===== src/rtl/kbc_mailbox_pkg.sv =====
package kbc_mailbox_pkg;

  // Core register offsets
  localparam int REG_KBD_OUT   = 0;
  localparam int REG_MOUSE_OUT = 1;
  localparam int REG_IN_DATA   = 2;
  localparam int REG_STATUS    = 3;
  localparam int REG_CONTROL   = 4;
  localparam int REG_OVERRUN   = 5;

  // Status bit positions
  localparam int ST_OBF = 0;
  localparam int ST_IBF = 1;
  localparam int ST_A2  = 3;

  typedef struct packed {
    logic [1:0] spare;
    logic       invert;
    logic       pulseMode;
    logic       obeIe;
    logic       ibfIe;
    logic       mouseEn;
    logic       kbdEn;
  } ctlReg_t;

  typedef struct packed {
    logic hostInWr;
    logic hostOutRd;
    logic kbdWr;
    logic mouseWr;
    logic inRd;
    logic statWr;
    logic ctlWr;
    logic ovrWr;
  } mbxStrobes_t;

endpackage


===== src/rtl/kbc_mailbox_ctrl.sv =====
module kbc_mailbox_ctrl
  import kbc_mailbox_pkg::*;
#(
  parameter int CORE_AW = 3
) (
  input  logic               clk,
  input  logic               rstN,
  input  logic               hostWr,
  input  logic               hostRd,
  input  logic               hostA2,
  input  logic               coreWr,
  input  logic               coreRd,
  input  logic [CORE_AW-1:0] coreAddr,
  input  ctlReg_t            ctl,
  input  logic               obf,
  input  logic               ibf,
  input  logic               obfFromMouse,
  output mbxStrobes_t        stb,
  output logic               irq1,
  output logic               irq12,
  output logic               coreIbfIrq,
  output logic               coreObeIrq
);

  localparam logic [CORE_AW-1:0] A_KBD   = CORE_AW'(REG_KBD_OUT);
  localparam logic [CORE_AW-1:0] A_MOUSE = CORE_AW'(REG_MOUSE_OUT);
  localparam logic [CORE_AW-1:0] A_IN    = CORE_AW'(REG_IN_DATA);
  localparam logic [CORE_AW-1:0] A_STAT  = CORE_AW'(REG_STATUS);
  localparam logic [CORE_AW-1:0] A_CTL   = CORE_AW'(REG_CONTROL);
  localparam logic [CORE_AW-1:0] A_OVR   = CORE_AW'(REG_OVERRUN);

  always_comb begin
    stb           = '0;
    stb.hostInWr  = hostWr;
    stb.hostOutRd = hostRd && !hostA2;
    stb.kbdWr     = coreWr && (coreAddr == A_KBD);
    stb.mouseWr   = coreWr && (coreAddr == A_MOUSE);
    stb.inRd      = coreRd && (coreAddr == A_IN);
    stb.statWr    = coreWr && (coreAddr == A_STAT);
    stb.ctlWr     = coreWr && (coreAddr == A_CTL);
    stb.ovrWr     = coreWr && (coreAddr == A_OVR);
  end

  logic kbdPulse, mousePulse;

  always_ff @(posedge clk) begin
    if (!rstN) begin
      kbdPulse   <= 1'b0;
      mousePulse <= 1'b0;
    end else begin
      kbdPulse   <= stb.kbdWr && ctl.kbdEn && ctl.pulseMode;
      mousePulse <= stb.mouseWr && ctl.mouseEn && ctl.pulseMode;
    end
  end

  logic kbdLevel, mouseLevel, irq1Act, irq12Act;

  always_comb begin
    kbdLevel   = obf && !obfFromMouse && ctl.kbdEn;
    mouseLevel = obf && obfFromMouse && ctl.mouseEn;
    irq1Act    = ctl.pulseMode ? kbdPulse : kbdLevel;
    irq12Act   = ctl.pulseMode ? mousePulse : mouseLevel;
    irq1       = irq1Act ^ ctl.invert;
    irq12      = irq12Act ^ ctl.invert;
    coreIbfIrq = ctl.ibfIe && ibf;
    coreObeIrq = ctl.obeIe && !obf;
  end


  pulse_irq1_chk: assert property (@(posedge clk) disable iff (!rstN)
    (stb.kbdWr && ctl.kbdEn && ctl.pulseMode) |=> (irq1 != ctl.invert));


  pulse_irq12_chk: assert property (@(posedge clk) disable iff (!rstN)
    (stb.mouseWr && ctl.mouseEn && ctl.pulseMode) |=> (irq12 != ctl.invert));


  level_drop_chk: assert property (@(posedge clk) disable iff (!rstN)
    (stb.hostOutRd && !stb.kbdWr && !stb.mouseWr && !stb.ctlWr && !ctl.pulseMode)
      |=> (irq1 == ctl.invert) && (irq12 == ctl.invert));

endmodule


===== src/rtl/kbc_mailbox_dp.sv =====
module kbc_mailbox_dp
  import kbc_mailbox_pkg::*;
#(
  parameter int DATA_W  = 8,
  parameter int CORE_AW = 3
) (
  input  logic               clk,
  input  logic               rstN,
  input  mbxStrobes_t        stb,
  input  logic               hostA2,
  input  logic [DATA_W-1:0]  hostWrData,
  input  logic [DATA_W-1:0]  coreWrData,
  input  logic [CORE_AW-1:0] coreAddr,
  output logic [DATA_W-1:0]  hostRdData,
  output logic [DATA_W-1:0]  coreRdData,
  output ctlReg_t            ctl,
  output logic               obf,
  output logic               ibf,
  output logic               obfFromMouse
);

  logic [DATA_W-1:0] inBuf, outBuf;
  logic              a2Flag;
  logic [3:0]        userHi;
  logic              userB2;
  logic              ovrOut, ovrIn;
  logic [7:0]        status;

  logic outWrite;
  assign outWrite = stb.kbdWr || stb.mouseWr;

  always_ff @(posedge clk) begin
    if (!rstN) begin
      inBuf  <= '0;
      ibf    <= 1'b0;
      a2Flag <= 1'b0;
      ovrIn  <= 1'b0;
    end else begin
      if (stb.hostInWr) begin
        inBuf  <= hostWrData;
        a2Flag <= hostA2;
        ibf    <= 1'b1;
      end else if (stb.inRd) begin
        ibf <= 1'b0;
      end
      if (stb.hostInWr && ibf && !stb.inRd) ovrIn <= 1'b1;
      else if (stb.ovrWr && coreWrData[1]) ovrIn <= 1'b0;
    end
  end

  always_ff @(posedge clk) begin
    if (!rstN) begin
      outBuf       <= '0;
      obf          <= 1'b0;
      obfFromMouse <= 1'b0;
      ovrOut       <= 1'b0;
    end else begin
      if (outWrite) begin
        outBuf       <= coreWrData;
        obf          <= 1'b1;
        obfFromMouse <= stb.mouseWr;
      end else if (stb.hostOutRd) begin
        obf <= 1'b0;
      end
      if (outWrite && obf && !stb.hostOutRd) ovrOut <= 1'b1;
      else if (stb.ovrWr && coreWrData[0]) ovrOut <= 1'b0;
    end
  end

  always_ff @(posedge clk) begin
    if (!rstN) begin
      ctl    <= '0;
      userHi <= '0;
      userB2 <= 1'b0;
    end else begin
      if (stb.ctlWr) ctl <= ctlReg_t'(coreWrData[7:0]);
      if (stb.statWr) begin
        userHi <= coreWrData[7:4];
        userB2 <= coreWrData[2];
      end
    end
  end

  always_comb begin
    status         = '0;
    status[7:4]    = userHi;
    status[2]      = userB2;
    status[ST_OBF] = obf;
    status[ST_IBF] = ibf;
    status[ST_A2]  = a2Flag;
  end

  always_comb begin
    hostRdData = hostA2 ? DATA_W'(status) : outBuf;
    unique case (int'(coreAddr))
      REG_IN_DATA: coreRdData = inBuf;
      REG_STATUS:  coreRdData = DATA_W'(status);
      REG_CONTROL: coreRdData = DATA_W'(ctl);
      REG_OVERRUN: coreRdData = DATA_W'({ovrIn, ovrOut});
      default:     coreRdData = '0;
    endcase
  end


  host_write_chk: assert property (@(posedge clk) disable iff (!rstN)
    stb.hostInWr |=> ibf && (a2Flag == $past(hostA2)) && (inBuf == $past(hostWrData)));


  in_read_clear_chk: assert property (@(posedge clk) disable iff (!rstN)
    (stb.inRd && !stb.hostInWr) |=> !ibf);


  out_write_chk: assert property (@(posedge clk) disable iff (!rstN)
    outWrite |=> obf && (outBuf == $past(coreWrData)));


  host_consume_chk: assert property (@(posedge clk) disable iff (!rstN)
    (stb.hostOutRd && !outWrite) |=> !obf);


  out_overrun_chk: assert property (@(posedge clk) disable iff (!rstN)
    (outWrite && obf && !stb.hostOutRd) |=> ovrOut);


  out_collide_chk: assert property (@(posedge clk) disable iff (!rstN)
    (outWrite && stb.hostOutRd && !ovrOut) |=> !ovrOut && obf);

endmodule


===== src/rtl/kbc_mailbox.sv =====
module kbc_mailbox
  import kbc_mailbox_pkg::*;
#(
  parameter int DATA_W  = 8,
  parameter int CORE_AW = 3
) (
  input  logic               clk,
  input  logic               rstN,
  input  logic               hostWr,
  input  logic               hostRd,
  input  logic               hostA2,
  input  logic [DATA_W-1:0]  hostWrData,
  output logic [DATA_W-1:0]  hostRdData,
  input  logic               coreWr,
  input  logic               coreRd,
  input  logic [CORE_AW-1:0] coreAddr,
  input  logic [DATA_W-1:0]  coreWrData,
  output logic [DATA_W-1:0]  coreRdData,
  output logic               irq1,
  output logic               irq12,
  output logic               coreIbfIrq,
  output logic               coreObeIrq
);

  mbxStrobes_t stb;
  ctlReg_t     ctl;
  logic        obf, ibf, obfFromMouse;

  kbc_mailbox_ctrl #(.CORE_AW(CORE_AW)) u_ctrl (
    .clk(clk), .rstN(rstN),
    .hostWr(hostWr), .hostRd(hostRd), .hostA2(hostA2),
    .coreWr(coreWr), .coreRd(coreRd), .coreAddr(coreAddr),
    .ctl(ctl), .obf(obf), .ibf(ibf), .obfFromMouse(obfFromMouse),
    .stb(stb), .irq1(irq1), .irq12(irq12),
    .coreIbfIrq(coreIbfIrq), .coreObeIrq(coreObeIrq)
  );

  kbc_mailbox_dp #(.DATA_W(DATA_W), .CORE_AW(CORE_AW)) u_dp (
    .clk(clk), .rstN(rstN), .stb(stb),
    .hostA2(hostA2), .hostWrData(hostWrData),
    .coreWrData(coreWrData), .coreAddr(coreAddr),
    .hostRdData(hostRdData), .coreRdData(coreRdData),
    .ctl(ctl), .obf(obf), .ibf(ibf), .obfFromMouse(obfFromMouse)
  );

endmodule


===== config.mk =====
export PLATFORM = sky130hd
export DESIGN_NAME = kbc_mailbox
export DESIGN_NICKNAME = d
export VERILOG_FILES = /design/src/rtl/kbc_mailbox_pkg.sv /design/src/rtl/kbc_mailbox_ctrl.sv /design/src/rtl/kbc_mailbox_dp.sv /design/src/rtl/kbc_mailbox.sv
export SDC_FILE = /design/constraint.sdc
export NUM_CORES = 1
export LEC_CHECK = 0
export ABC_CLOCK_PERIOD_IN_PS = 1450
export BUFFER_PORTS_ARGS = -buffer_cell sky130_fd_sc_hd__buf_2
export CORE_MARGIN = 2
export CORE_UTILIZATION = 51
export CTS_CLUSTER_DIAMETER = 80
export CTS_CLUSTER_SIZE = 8
export DETAILED_ROUTE_END_ITERATION = 7
export PLACE_DENSITY = 0.75
export SETUP_SLACK_MARGIN = 0.2
export SLEW_MARGIN = 20
export SYNTH_ARGS = -nofsm -noshare
export SYNTH_HDL_FRONTEND = slang
export SYNTH_SLANG_ARGS = --single-unit

===== constraint.sdc =====
create_clock -name clk -period 1.45 [get_ports clk]
set_clock_uncertainty 0.1 [all_clocks]
set_input_delay 0.0725 -clock clk [delete_from_list [all_inputs] [get_ports clk]]
set_output_delay 0.0725 -clock clk [all_outputs]
set_load 0.05 [all_outputs]

==> insert_results.sql <==
INSERT INTO impl_metrics (metric_group, metric, value, unit) VALUES
('outcome', 'status', 'complete, but fails checks', ''),
('clock_network', 'worstSkewPairLatency', '0.35', 'ns'),
('synth', 'syn_area_per_cell', '9.95', 'sq um'),
('synth', 'warnings_synthesis', '0', ''),
('timing', 'post-route-worst-setup-slack', '-0.0580', 'ns'),
('setup_path', 'worstPathCellList', 'nand3_2 -> o21ai_2 -> xor2_2 -> buf_6', ''),
('timing', 'unrepaired_setup_endpoints_after_global_routing', 'true', ''),
('route', 'drt_pass1_iterations', '4', ''),
('timing', 'setup_viol', '3', ''),
('synth', 'syn_area', '0.00172', 'sq mm'),
('timing', 'hold_ws', '-0.00786', 'ns'),
('synth', 'synthesis.nets', '199', ''),
('clock_network', 'cts.clk_slew.worst_paths', '0.11', 'ns'),
('place', 'detailedPlacementHpwl', '3060', 'microns'),
('clock_network', 'ctsHtreeMaxLevel', '2', ''),
('setup_path', 'worstSetupStartpointType', 'register', ''),
('floorplanning', 'dieHeight', '62.1', 'microns'),
('power', 'p_total', '2090', 'uW'),
('floorplanning', 'die_w', '62.1', 'microns'),
('global_routing', 'gr_overflow_total', '0', ''),
('global_routing', 'first_global_vias', '1710', ''),
('timing', 'max_clock_freq', '663', 'MHz'),
('place', 'place_worst_setup_slack', '0.0721', 'ns'),
('route', 'vias_after_detailed_routing', '1680', ''),
('synth', 'seq_area_frac_synth', '43.0', '%'),
('synth', 'postSynthRegisterBits', '37', ''),
('setup_path', 'setup.worst_path.end_class', 'primary output', ''),
('layout', 'layout.filler_cells', '175', ''),
('layout', 'area_taken_by_flip_flops_and_latches', '785', 'sq um'),
('timing', 'timing.max_slew.rel_slack', '76.6', '%'),
('route', 'routedWlPerCell', '17.9', 'microns'),
('route', 'total_wire_length_after_detailed_routing', '5420', 'microns'),
('global_routing', 'global_route_wire_length_before_repair', '8520', 'microns'),
('synth', 'synth_edf_count', '0', ''),
('place', 'port_buffers', '45', ''),
('timing', 'period_needed', '1.51', 'ns'),
('global_routing', 'grtUsageTotal', '28.5', '%'),
('global_routing', 'pin_count_of_the_biggest_net_entering_global_routing', '35', ''),
('worst_hold_path', 'type_of_the_most_critical_hold_path', 'input port to register', ''),
('route', 'postRouteAntennaNets', '0', ''),
('synth', 'async_reset_ff_share', '0', '%'),
('layout', 'final_net_count', '282', ''),
('setup_path', 'path_max_fanout', '3', ''),
('power', 'total_leakage_power', '0.00119', 'uW'),
('floorplanning', 'floorplan.core_area', '0.00328', 'sq mm'),
('setup_path', 'cp_max_stage_delay', '0.38', 'ns'),
('synth', 'yosys.area.top_type', 'sky130_fd_sc_hd__dfxtp_1', ''),
('layout', 'drive_gt1_share', '52.0', '%'),
('synth', 'postSynth.topFlopCell', 'sky130_fd_sc_hd__dfxtp_1', ''),
('power', 'vdd_drop_max', '0.000667', 'V'),
('setup_path', 'crit_path_top_delay_cell', 'sky130_fd_sc_hd__dfxtp_4', ''),
('synth', 'synth_cell_type_count', '32', ''),
('run', 'cap_viol_max_count', '0', ''),
('clock_network', 'buffer_depth_of_the_longest_clock_path', '2', ''),
('route', 'post_drt_via_cell_ratio', '5.56', ''),
('timing', 'finalHoldViolCount', '2', ''),
('place', 'routabilityCongestion', '0.894', ''),
('timing', 'period_share', '104', '%'),
('layout', 'post_layout_nonfiller_instances', '302', ''),
('power', 'pwr_density_cell', '759', 'mW/mm^2'),
('timing', 'final-max-slew-violation-count', '0', ''),
('route', 'count_of_routing_violations_after_the_opening_detailed_route_iteration', '58', ''),
('layout', 'areaGrowthSynthToFinish', '60.0', '%'),
('layout', 'multi_input_area', '0.00109', 'sq mm'),
('setup_path', 'path_class', 'register to primary output', ''),
('floorplanning', 'core.rowCount', '21', ''),
('route', 'residual_drc', '0', ''),
('global_routing', 'grt_antenna_before_repair', '0', ''),
('setup_path', 'cp.required', '1.28', 'ns'),
('clock_network', 'numClockSinks', '37', ''),
('timing', 'worst_pin_slew', '0.350', 'ns'),
('clock_network', 'cts_inserted_buffers', '5', ''),
('floorplanning', 'floorplan.initialDensity', '52.4', '%'),
('clock_network', 'ctsRootBufferMaster', 'sky130_fd_sc_hd__clkbuf_4', ''),
('synth', 'synthDominantCellAreaShare', '43.0', '%'),
('clock_network', 'tritoncts', 'done', ''),
('place', 'dpl.cell_count', '262', ''),
('floorplanning', 'floorplan.io_pins', '46', ''),
('layout', 'antennaDiodeCount', '0', ''),
('outcome', 'failed_checks', 'negative hold slack, negative setup slack', ''),
('synth', 'post_synth_inst_count', '173', ''),
('synth', 'synthTopCellsByArea', 'sky130_fd_sc_hd__dfxtp_1, sky130_fd_sc_hd__mux2i_1, sky130_fd_sc_hd__nor2_1', ''),
('floorplanning', 'die-area', '0.00386', 'sq mm'),
('setup_path', 'cp.arrival', '1.34', 'ns');
## cell families after synthesis
kind of cell,synth area share [%]
flip-flops,43.0
buffers and inverters,4.65
AO/OA/AOI/OAI,9.01
multiplexers,25.6
AND/OR/NAND/NOR,16.7
XOR/XNOR,1.02
## path summary, 6_finish.rpt
kind         cells past startpoint         from  slack [ns]                end
max                              4     u_dp.obf       -0.06              irq12
min                              4       coreRd      -0.008           u_dp.ibf
max reg2reg                      4     u_dp.obf        0.43           u_dp.obf
min reg2reg                      2  u_dp.ctl[1]        0.39  u_ctrl.mousePulse
## final cells by class
class | instances | share of cell area [%]
multi-input combinational | 123 | 39.6
sequential | 37 | 28.5
timing repair buffer | 87 | 27.6
tap | 46 | 2.09
clock buffer | 7 | 2.00
inverter | 2 | 0.272
## where the power goes
group	switching [uW]	internal, uW
logic	230	214
clock network	336	229
registers	33.7	1050
total	600	1490
## placed cells by master (no fill, tap or decap), drive strengths merged
cell type / instances
o21ai: 1
buf: 69
and4bb: 1
mux2i: 35
o22ai: 3
nand4bb: 1
o2bb2ai: 6
nor2b: 2
nor2: 35
mux2: 8
nand2b: 2
nand4b: 1
clkbuf: 7
dfxtp: 37
a32oi: 1
a41o: 1
dlygate4sd3: 18
or2b: 1
and2: 2
clkinv: 1
a21oi: 3
and4: 1
xor2: 1
nor3b: 2
nand2: 5
inv: 1
nand3: 3
xnor2: 1
and2b: 1
a22oi: 6
## flip-flops by register name, summed over array words and instances, names as in the netlist
register,count
u_ctrl.kbdPulse,1
u_ctrl.mousePulse,1
u_dp.a2Flag,1
u_dp.ctl,8
u_dp.ibf,1
u_dp.inBuf,8
u_dp.obf,1
u_dp.obfFromMouse,1
u_dp.outBuf,8
u_dp.ovrIn,1
u_dp.ovrOut,1
u_dp.userB2,1
u_dp.userHi,4
## Yosys cell counts, types with 2 or more instances
| cell type | instances |
|---|---|
| sky130_fd_sc_hd__a21oi_1 | 3 |
| sky130_fd_sc_hd__a22oi_1 | 6 |
| sky130_fd_sc_hd__and2_1 | 2 |
| sky130_fd_sc_hd__buf_2 | 4 |
| sky130_fd_sc_hd__buf_6 | 3 |
| sky130_fd_sc_hd__clkbuf_1 | 3 |
| sky130_fd_sc_hd__dfxtp_1 | 37 |
| sky130_fd_sc_hd__mux2_2 | 8 |
| sky130_fd_sc_hd__mux2i_1 | 35 |
| sky130_fd_sc_hd__nand2_1 | 5 |
| sky130_fd_sc_hd__nand2b_1 | 2 |
| sky130_fd_sc_hd__nand3_1 | 3 |
| sky130_fd_sc_hd__nor2_1 | 35 |
| sky130_fd_sc_hd__nor2b_1 | 2 |
| sky130_fd_sc_hd__o22ai_1 | 3 |
| sky130_fd_sc_hd__o2bb2ai_1 | 6 |
## per-layer routing
metal | vias to the layer above | track usage, % | part of all wire (%)
met5 | - | 0 | 0
met4 | 0 | 12.5 | 3.4
met3 | 17 | 7.43 | 6.0
met2 | 75 | 48.9 | 52
met1 | 816 | 33.8 | 38
li1 | 772 | - | -
## per-stage QoR
stage / util (%) / TNS (ns) / area, sq um
after global routing: 83.9 / -0.300 / 2760
after floorplan: - / 0 / 1790
after detailed placement: 62.9 / 0 / 2070
final: 83.9 / -0.113 / 2760
after global placement: 62.9 / 0 / 2070
after CTS: 81.4 / -0.125 / 2670
## worst max-delay path: cells and delay by family, from the launching register on
family	cells	cell delay, ns
compound gates	1	0.19
xor+xnor	1	0.16
simple gates	1	0.08
flops	1	0.38
buf+inv	1	0.17
## repair_timing
action | 4_1_cts | 5_1_grt
endpoints found under the hold margin | 34 | 0
hold buffers | 18 | 0
resized for setup | 95 | 12
pin swaps | 12 | 5
buffers inserted | 9 | 6
endpoints found under the setup margin | 20 | 20
(Power assumes the default switching activity.)
